### src/rtl/sstx_pkg.sv
package sstx_pkg;
  // Number of bits in one frame for a given data width and ninth-bit mode
  function automatic int unsigned frame_bits(input int unsigned data_w, input logic ninth);
    return ninth ? data_w + 1 : data_w;
  endfunction
endpackage

### src/rtl/sstx_edge_det.sv
module sstx_edge_det #(
  parameter int STAGES = 2
) (
  input  logic clk,
  input  logic rst_n,
  input  logic pin,
  output logic fall
);
  // sh[STAGES-1] is the synchronised pin value; sh[STAGES] is its previous value
  logic [STAGES:0] sh;

  always_ff @(posedge clk) begin
    if (!rst_n) sh <= '1;
    else        sh <= {sh[STAGES-1:0], pin};
  end

  assign fall = sh[STAGES] & ~sh[STAGES-1];

  // two fall pulses are always separated by a rise
  a_r4_single_pulse: assert property (@(posedge clk) disable iff (!rst_n)
    fall |=> !fall);
endmodule

### src/rtl/sstx_shifter.sv
module sstx_shifter #(
  parameter int   DATA_W = 8,
  parameter logic IDLE   = 1'b0,
  localparam int  FW     = DATA_W + 1,
  localparam int  CNT_W  = $clog2(FW + 1)
) (
  input  logic             clk,
  input  logic             rst_n,
  input  logic             clear,
  input  logic             load,
  input  logic [FW-1:0]    load_word,
  input  logic [CNT_W-1:0] load_len,
  input  logic             step,
  output logic             line,
  output logic             busy
);
  logic [FW-1:0]    sreg;
  logic [CNT_W-1:0] left;
  logic             done;

  always_ff @(posedge clk) begin
    if (!rst_n || clear) begin
      sreg <= '0;
      left <= '0;
      line <= IDLE;
    end else if (load) begin
      sreg <= load_word >> 1;
      line <= load_word[0];
      left <= load_len;
    end else if (step && busy) begin
      line <= (left == CNT_W'(1)) ? IDLE : sreg[0];
      sreg <= sreg >> 1;
      left <= left - 1'b1;
    end
  end

  assign busy = (left != '0);
  assign done = step && (left == CNT_W'(1));

  // without a detected edge the line does not change
  a_r4_hold_between_edges: assert property (@(posedge clk) disable iff (!rst_n)
    busy && !step && !load && !clear |=> $stable(line));
  // the last edge of a frame returns the line to idle
  a_r6_idle_after_last: assert property (@(posedge clk) disable iff (!rst_n)
    done && !clear |=> line == IDLE && !busy);
  // never more bits pending than a nine-bit frame holds
  a_r7_count_bound: assert property (@(posedge clk) disable iff (!rst_n)
    int'(left) <= FW);
endmodule

### src/rtl/sync_slave_tx.sv
module sync_slave_tx #(
  parameter int   DATA_W      = 8,
  parameter int   SYNC_STAGES = 2,
  parameter logic IDLE_LEVEL  = 1'b0,
  localparam int  FW          = DATA_W + 1,
  localparam int  CNT_W       = $clog2(FW + 1)
) (
  input  logic              clk,
  input  logic              rst_n,
  input  logic              port_en,
  input  logic              sync_mode,
  input  logic              clk_internal,
  input  logic              tx_en,
  input  logic              rx_cont_en,
  input  logic              rx_single_en,
  input  logic              nine_en,
  input  logic              ninth_bit,
  input  logic              irq_en,
  input  logic              wr_en,
  input  logic [DATA_W-1:0] wr_data,
  input  logic              ext_sck,
  output logic              data_out,
  output logic              buf_empty,
  output logic              irq
);
  import sstx_pkg::*;

  logic             ctrl_ok, wr_take, load, sck_fall, sh_busy;
  logic             hold_full, hold_nine, empty_q;
  logic [DATA_W-1:0] hold_data;
  logic [CNT_W-1:0]  hold_len;

  assign ctrl_ok = port_en & sync_mode & ~clk_internal & tx_en & ~rx_cont_en & ~rx_single_en;
  assign wr_take = wr_en & ctrl_ok;
  assign load    = hold_full & ~sh_busy & ctrl_ok;

  sstx_edge_det #(.STAGES(SYNC_STAGES)) u_edge (
    .clk(clk), .rst_n(rst_n), .pin(ext_sck), .fall(sck_fall)
  );

  // Holding register
  always_ff @(posedge clk) begin
    if (!rst_n || !ctrl_ok) begin
      hold_full <= 1'b0;
      hold_data <= '0;
      hold_nine <= 1'b0;
      hold_len  <= '0;
    end else if (wr_take) begin
      hold_full <= 1'b1;
      hold_data <= wr_data;
      hold_nine <= nine_en & ninth_bit;
      hold_len  <= CNT_W'(frame_bits(DATA_W, nine_en));
    end else if (load) begin
      hold_full <= 1'b0;
    end
  end

  // Buffer-empty flag
  always_ff @(posedge clk) begin
    if (!rst_n || !ctrl_ok) empty_q <= 1'b1;
    else if (wr_take)       empty_q <= 1'b0;
    else if (load)          empty_q <= 1'b1;
  end

  sstx_shifter #(.DATA_W(DATA_W), .IDLE(IDLE_LEVEL)) u_shift (
    .clk(clk), .rst_n(rst_n), .clear(!ctrl_ok), .load(load),
    .load_word({hold_nine, hold_data}), .load_len(hold_len),
    .step(sck_fall), .line(data_out), .busy(sh_busy)
  );

  assign buf_empty = empty_q;
  assign irq       = empty_q & irq_en;

  // a disabled port idles with an empty buffer
  a_r2_disabled_idle: assert property (@(posedge clk) disable iff (!rst_n)
    !ctrl_ok |=> buf_empty && data_out == IDLE_LEVEL);
  // an accepted write clears the flag
  a_r3_write_clears: assert property (@(posedge clk) disable iff (!rst_n)
    wr_take |=> !buf_empty);
  // a waiting word keeps the flag clear
  a_r5_waiting_clear: assert property (@(posedge clk) disable iff (!rst_n)
    hold_full |-> !buf_empty);
  // moving the waiting word into the shifter sets the flag
  a_r6_load_sets: assert property (@(posedge clk) disable iff (!rst_n)
    load && !wr_take |=> buf_empty && sh_busy);
  // the request needs the flag
  a_r8_irq_flag: assert property (@(posedge clk) disable iff (!rst_n)
    irq |-> buf_empty);
endmodule

### config.mk
export PLATFORM = sky130hd
export DESIGN_NAME = sync_slave_tx
export DESIGN_NICKNAME = d
export VERILOG_FILES = /design/src/rtl/sstx_pkg.sv /design/src/rtl/sstx_edge_det.sv /design/src/rtl/sstx_shifter.sv /design/src/rtl/sync_slave_tx.sv
export SDC_FILE = /design/constraint.sdc
export NUM_CORES = 1
export LEC_CHECK = 0
export BUFFER_PORTS_ARGS = -buffer_cell sky130_fd_sc_hd__buf_2
export CORE_MARGIN = 2
export CORE_UTILIZATION = 40
export DETAILED_ROUTE_END_ITERATION = 7
export HOLD_SLACK_MARGIN = 0.02
export MAX_ROUTING_LAYER = met4
export PLACE_DENSITY_LB_ADDON = 0.12
export SLEW_MARGIN = 20
export SYNTH_ARGS = -nofsm -noshare
export SYNTH_HDL_FRONTEND = slang
export SYNTH_SLANG_ARGS = --single-unit
### constraint.sdc
create_clock -name clk -period 2.1 [get_ports clk]
set_input_delay 0.21 -clock clk [delete_from_list [all_inputs] [get_ports clk]]
set_output_delay 0.21 -clock clk [all_outputs]
set_load 0.1 [all_outputs]
==> reports/results.tsv <==
metric	value	unit
gp_congestion	0.7821	
yosys_warnings	0	
drive_gt1_share	23.72	%
cts.sink_count	29	
die_y	58.80	um
drc	3	
wirelength	2.378	mm
synth-main-ff-cell	dfxtp_1	
drt_iter0_drc	20	
synth-edff-count	0	
crit_path_max_fanout	15	
hold_viol	0	
post_cts_buffers	0	
synth-async-reset-ratio	0	%
crit_path_end_kind	register	
mappedNetlistArea	1201	um2
cellLeakagePower	0.5467	nW
worstSetupStartpointType	register	
htree_num_levels	2	
worstPathArrival	2070	ps
power_density	662.7	nW/um2
start_util	42.82	%
antenna_found_initial	0	
core	2805	um2
dieArea	3457	um2
ant_nets	0	
grt_max_degree	27	
worst_pin_slew	526.1	ps
critPathKind	reg2reg	
vdd_drop_max	449.5	uV
hpwl	1.686	mm
r2r_slack	270	ps
path_clk_slew	90	ps
postSynthCellCount	130	
period_minus_slack	1833	ps
clock_path_buffers	2	
setup_viol	0	
grt_pass1_wl	4.043	mm
violations	DRC	
grt_pass1_vias	948	
p_sw_share	23.31	%
fin_crit_sh	87.28	%
synth_nets	154	
overflow	0	
cts_tree	yes	
max_cap_violations	0	
synth_cell_type_count	34	
post_drt_wl_per_cell	12.72	um
nets	179	
skew	5.492	ps
via_per_inst	5.225	
port-buffer-count	23	
power_switching	213.9	uW
rsz0062_at_grt	false	
yosysSeqAreaShare	48.33	%
p_int	704.0	uW
diodes	0	
ys_ff_latch	29	
hold_slack	64.51	ps
vias	977	
die_x	58.80	um
area_growth	15.31	%
power_frac_comb	5.4	%
grtUsageTotal	16.13	%
power_frac_seq	60.3	%
clkLatencyLatePin	330	ps
clkPwrFrac	34.3	%
timing.fmax	545.6	MHz
syn-mean-instance-area	9.240	um2
slew_headroom	64.83	%
drtPass1Iterations	6	
ctsResizeCount	0	
hold_buffers	0	
min_path_type	in2reg	
drv_slew	0	
numCtsBuffers	5	
status	finished with violations	
crit_required	2330	ps
num-fill-cells	277	
pin_count	24	
rows	19	
finalSetupTns	0	ps
cts-root-buf	clkbuf_4	
[cell families (layout without fill, tap and decap cells)]
kind of cell | after synthesis | count (layout) | synth area share [%]
AOI/OAI and AO/OA | 18 | 18 | 11.25
xor gates and xnor gates | 2 | 2 | 1.459
adders and majority gates | 3 | 3 | 3.125
buffers and inverters | 9 | 35 | 3.646
DFF | 29 | 29 | 48.33
muxes | 9 | 9 | 7.500
and+or+nand+nor | 60 | 60 | 24.69
[registers in the layout, indices dropped and copies added, names as in the netlist]
name and flops:
u_shift.line 1, hold_nine 1, hold_data 8, hold_full 1
buf_empty 1, hold_len 2, u_edge.sh 3, u_shift.sreg 8
u_shift.left 4
[final timing paths]
check	start	endpoint	depth (start not counted)
setup / recovery	u_shift.left[0]$_SDFFE_PP0P_	u_shift.sreg[5]$_SDFFE_PP0P_	6
hold / removal	ext_sck	u_edge.sh[0]$_SDFF_PN1_	2
setup reg to reg	u_shift.left[0]$_SDFFE_PP0P_	u_shift.sreg[5]$_SDFFE_PP0P_	6
hold reg to reg	u_edge.sh[0]$_SDFF_PN1_	u_edge.sh[1]$_SDFF_PN1_	1
[worst max-delay path, cell delays in order, from the launching register on]
cell and delay, ps:
dfxtp_1 410, inv_1 80, ha_1 220, and4bb_2 280, nand3_1 390, nor2_1 80, a311oi_1 280
[layer usage]
layer	vias up	GRT usage, %	wire [um]
li1	505	-	-
met1	440	18.26	1111
met2	26	24.76	1070
met3	6	6.593	147
met4	0	7.468	50
met5	-	-	0
[power groups by stage]
stage | combinational, mW | clock (mW) | sequential [mW]
floorplan | 0.0284 | 0 | 0.567
global placement | 0.0494 | 0 | 0.566
detailed placement | 0.0503 | 0 | 0.567
CTS | 0.0504 | 0.328 | 0.554
global route | 0.0557 | 0.351 | 0.554
finish | 0.0497 | 0.315 | 0.554
[area by class of cell]
class / instances / area, um2 / area share (%)
clock inverters: 2 / 10.01 / 0.7227
repair buffers: 25 / 130.1 / 9.395
clock buffers: 6 / 41.29 / 2.981
flip-flops and latches: 29 / 580.6 / 41.92
inverters: 2 / 7.507 / 0.5420
multi-input cells: 92 / 576.8 / 41.64
well taps: 31 / 38.79 / 2.800
[Yosys cell counts (all sizes together), types with 2 or more instances]
library cell	count	area, um2
nand2	15	56.30
a311oi	6	52.55
mux2i	9	90.09
or3	2	13.77
nand3	7	35.03
nor2	23	86.33
a21oi	5	25.02
inv	2	7.510
ha	3	37.54
clkbuf	3	11.26
nand2b	4	25.02
buf	4	25.02
dfxtp	29	580.6
[metrics by stage]
step                utilization (%)  power, mW  worst slack, ps  instances  area, um2
floorplan                         -     0.5949            76.85        130       1201
global placement              47.55     0.6158            390.7        179       1334
detailed placement            47.55     0.6168            307.9        179       1334
CTS                           49.38     0.9322            254.5        187       1385
global route                  49.38     0.9612            134.5        187       1385
finish                        49.38     0.9179            267.2        187       1385
[cell usage in the layout (no fill, tap or decap), types with 2 or more instances in the layout]
| master | n |
|---|---|
| buf_4 | 2 |
| inv_1 | 2 |
| a311oi_1 | 6 |
| nor2_1 | 23 |
| dfxtp_1 | 29 |
| a21oi_1 | 5 |
| mux2i_1 | 9 |
| buf_2 | 23 |
| nand2b_1 | 4 |
| nand2_1 | 15 |
| ha_1 | 3 |
| clkinv_2 | 2 |
| clkbuf_4 | 5 |
| nand3_1 | 7 |
Power figures use the tool's default switching activity.
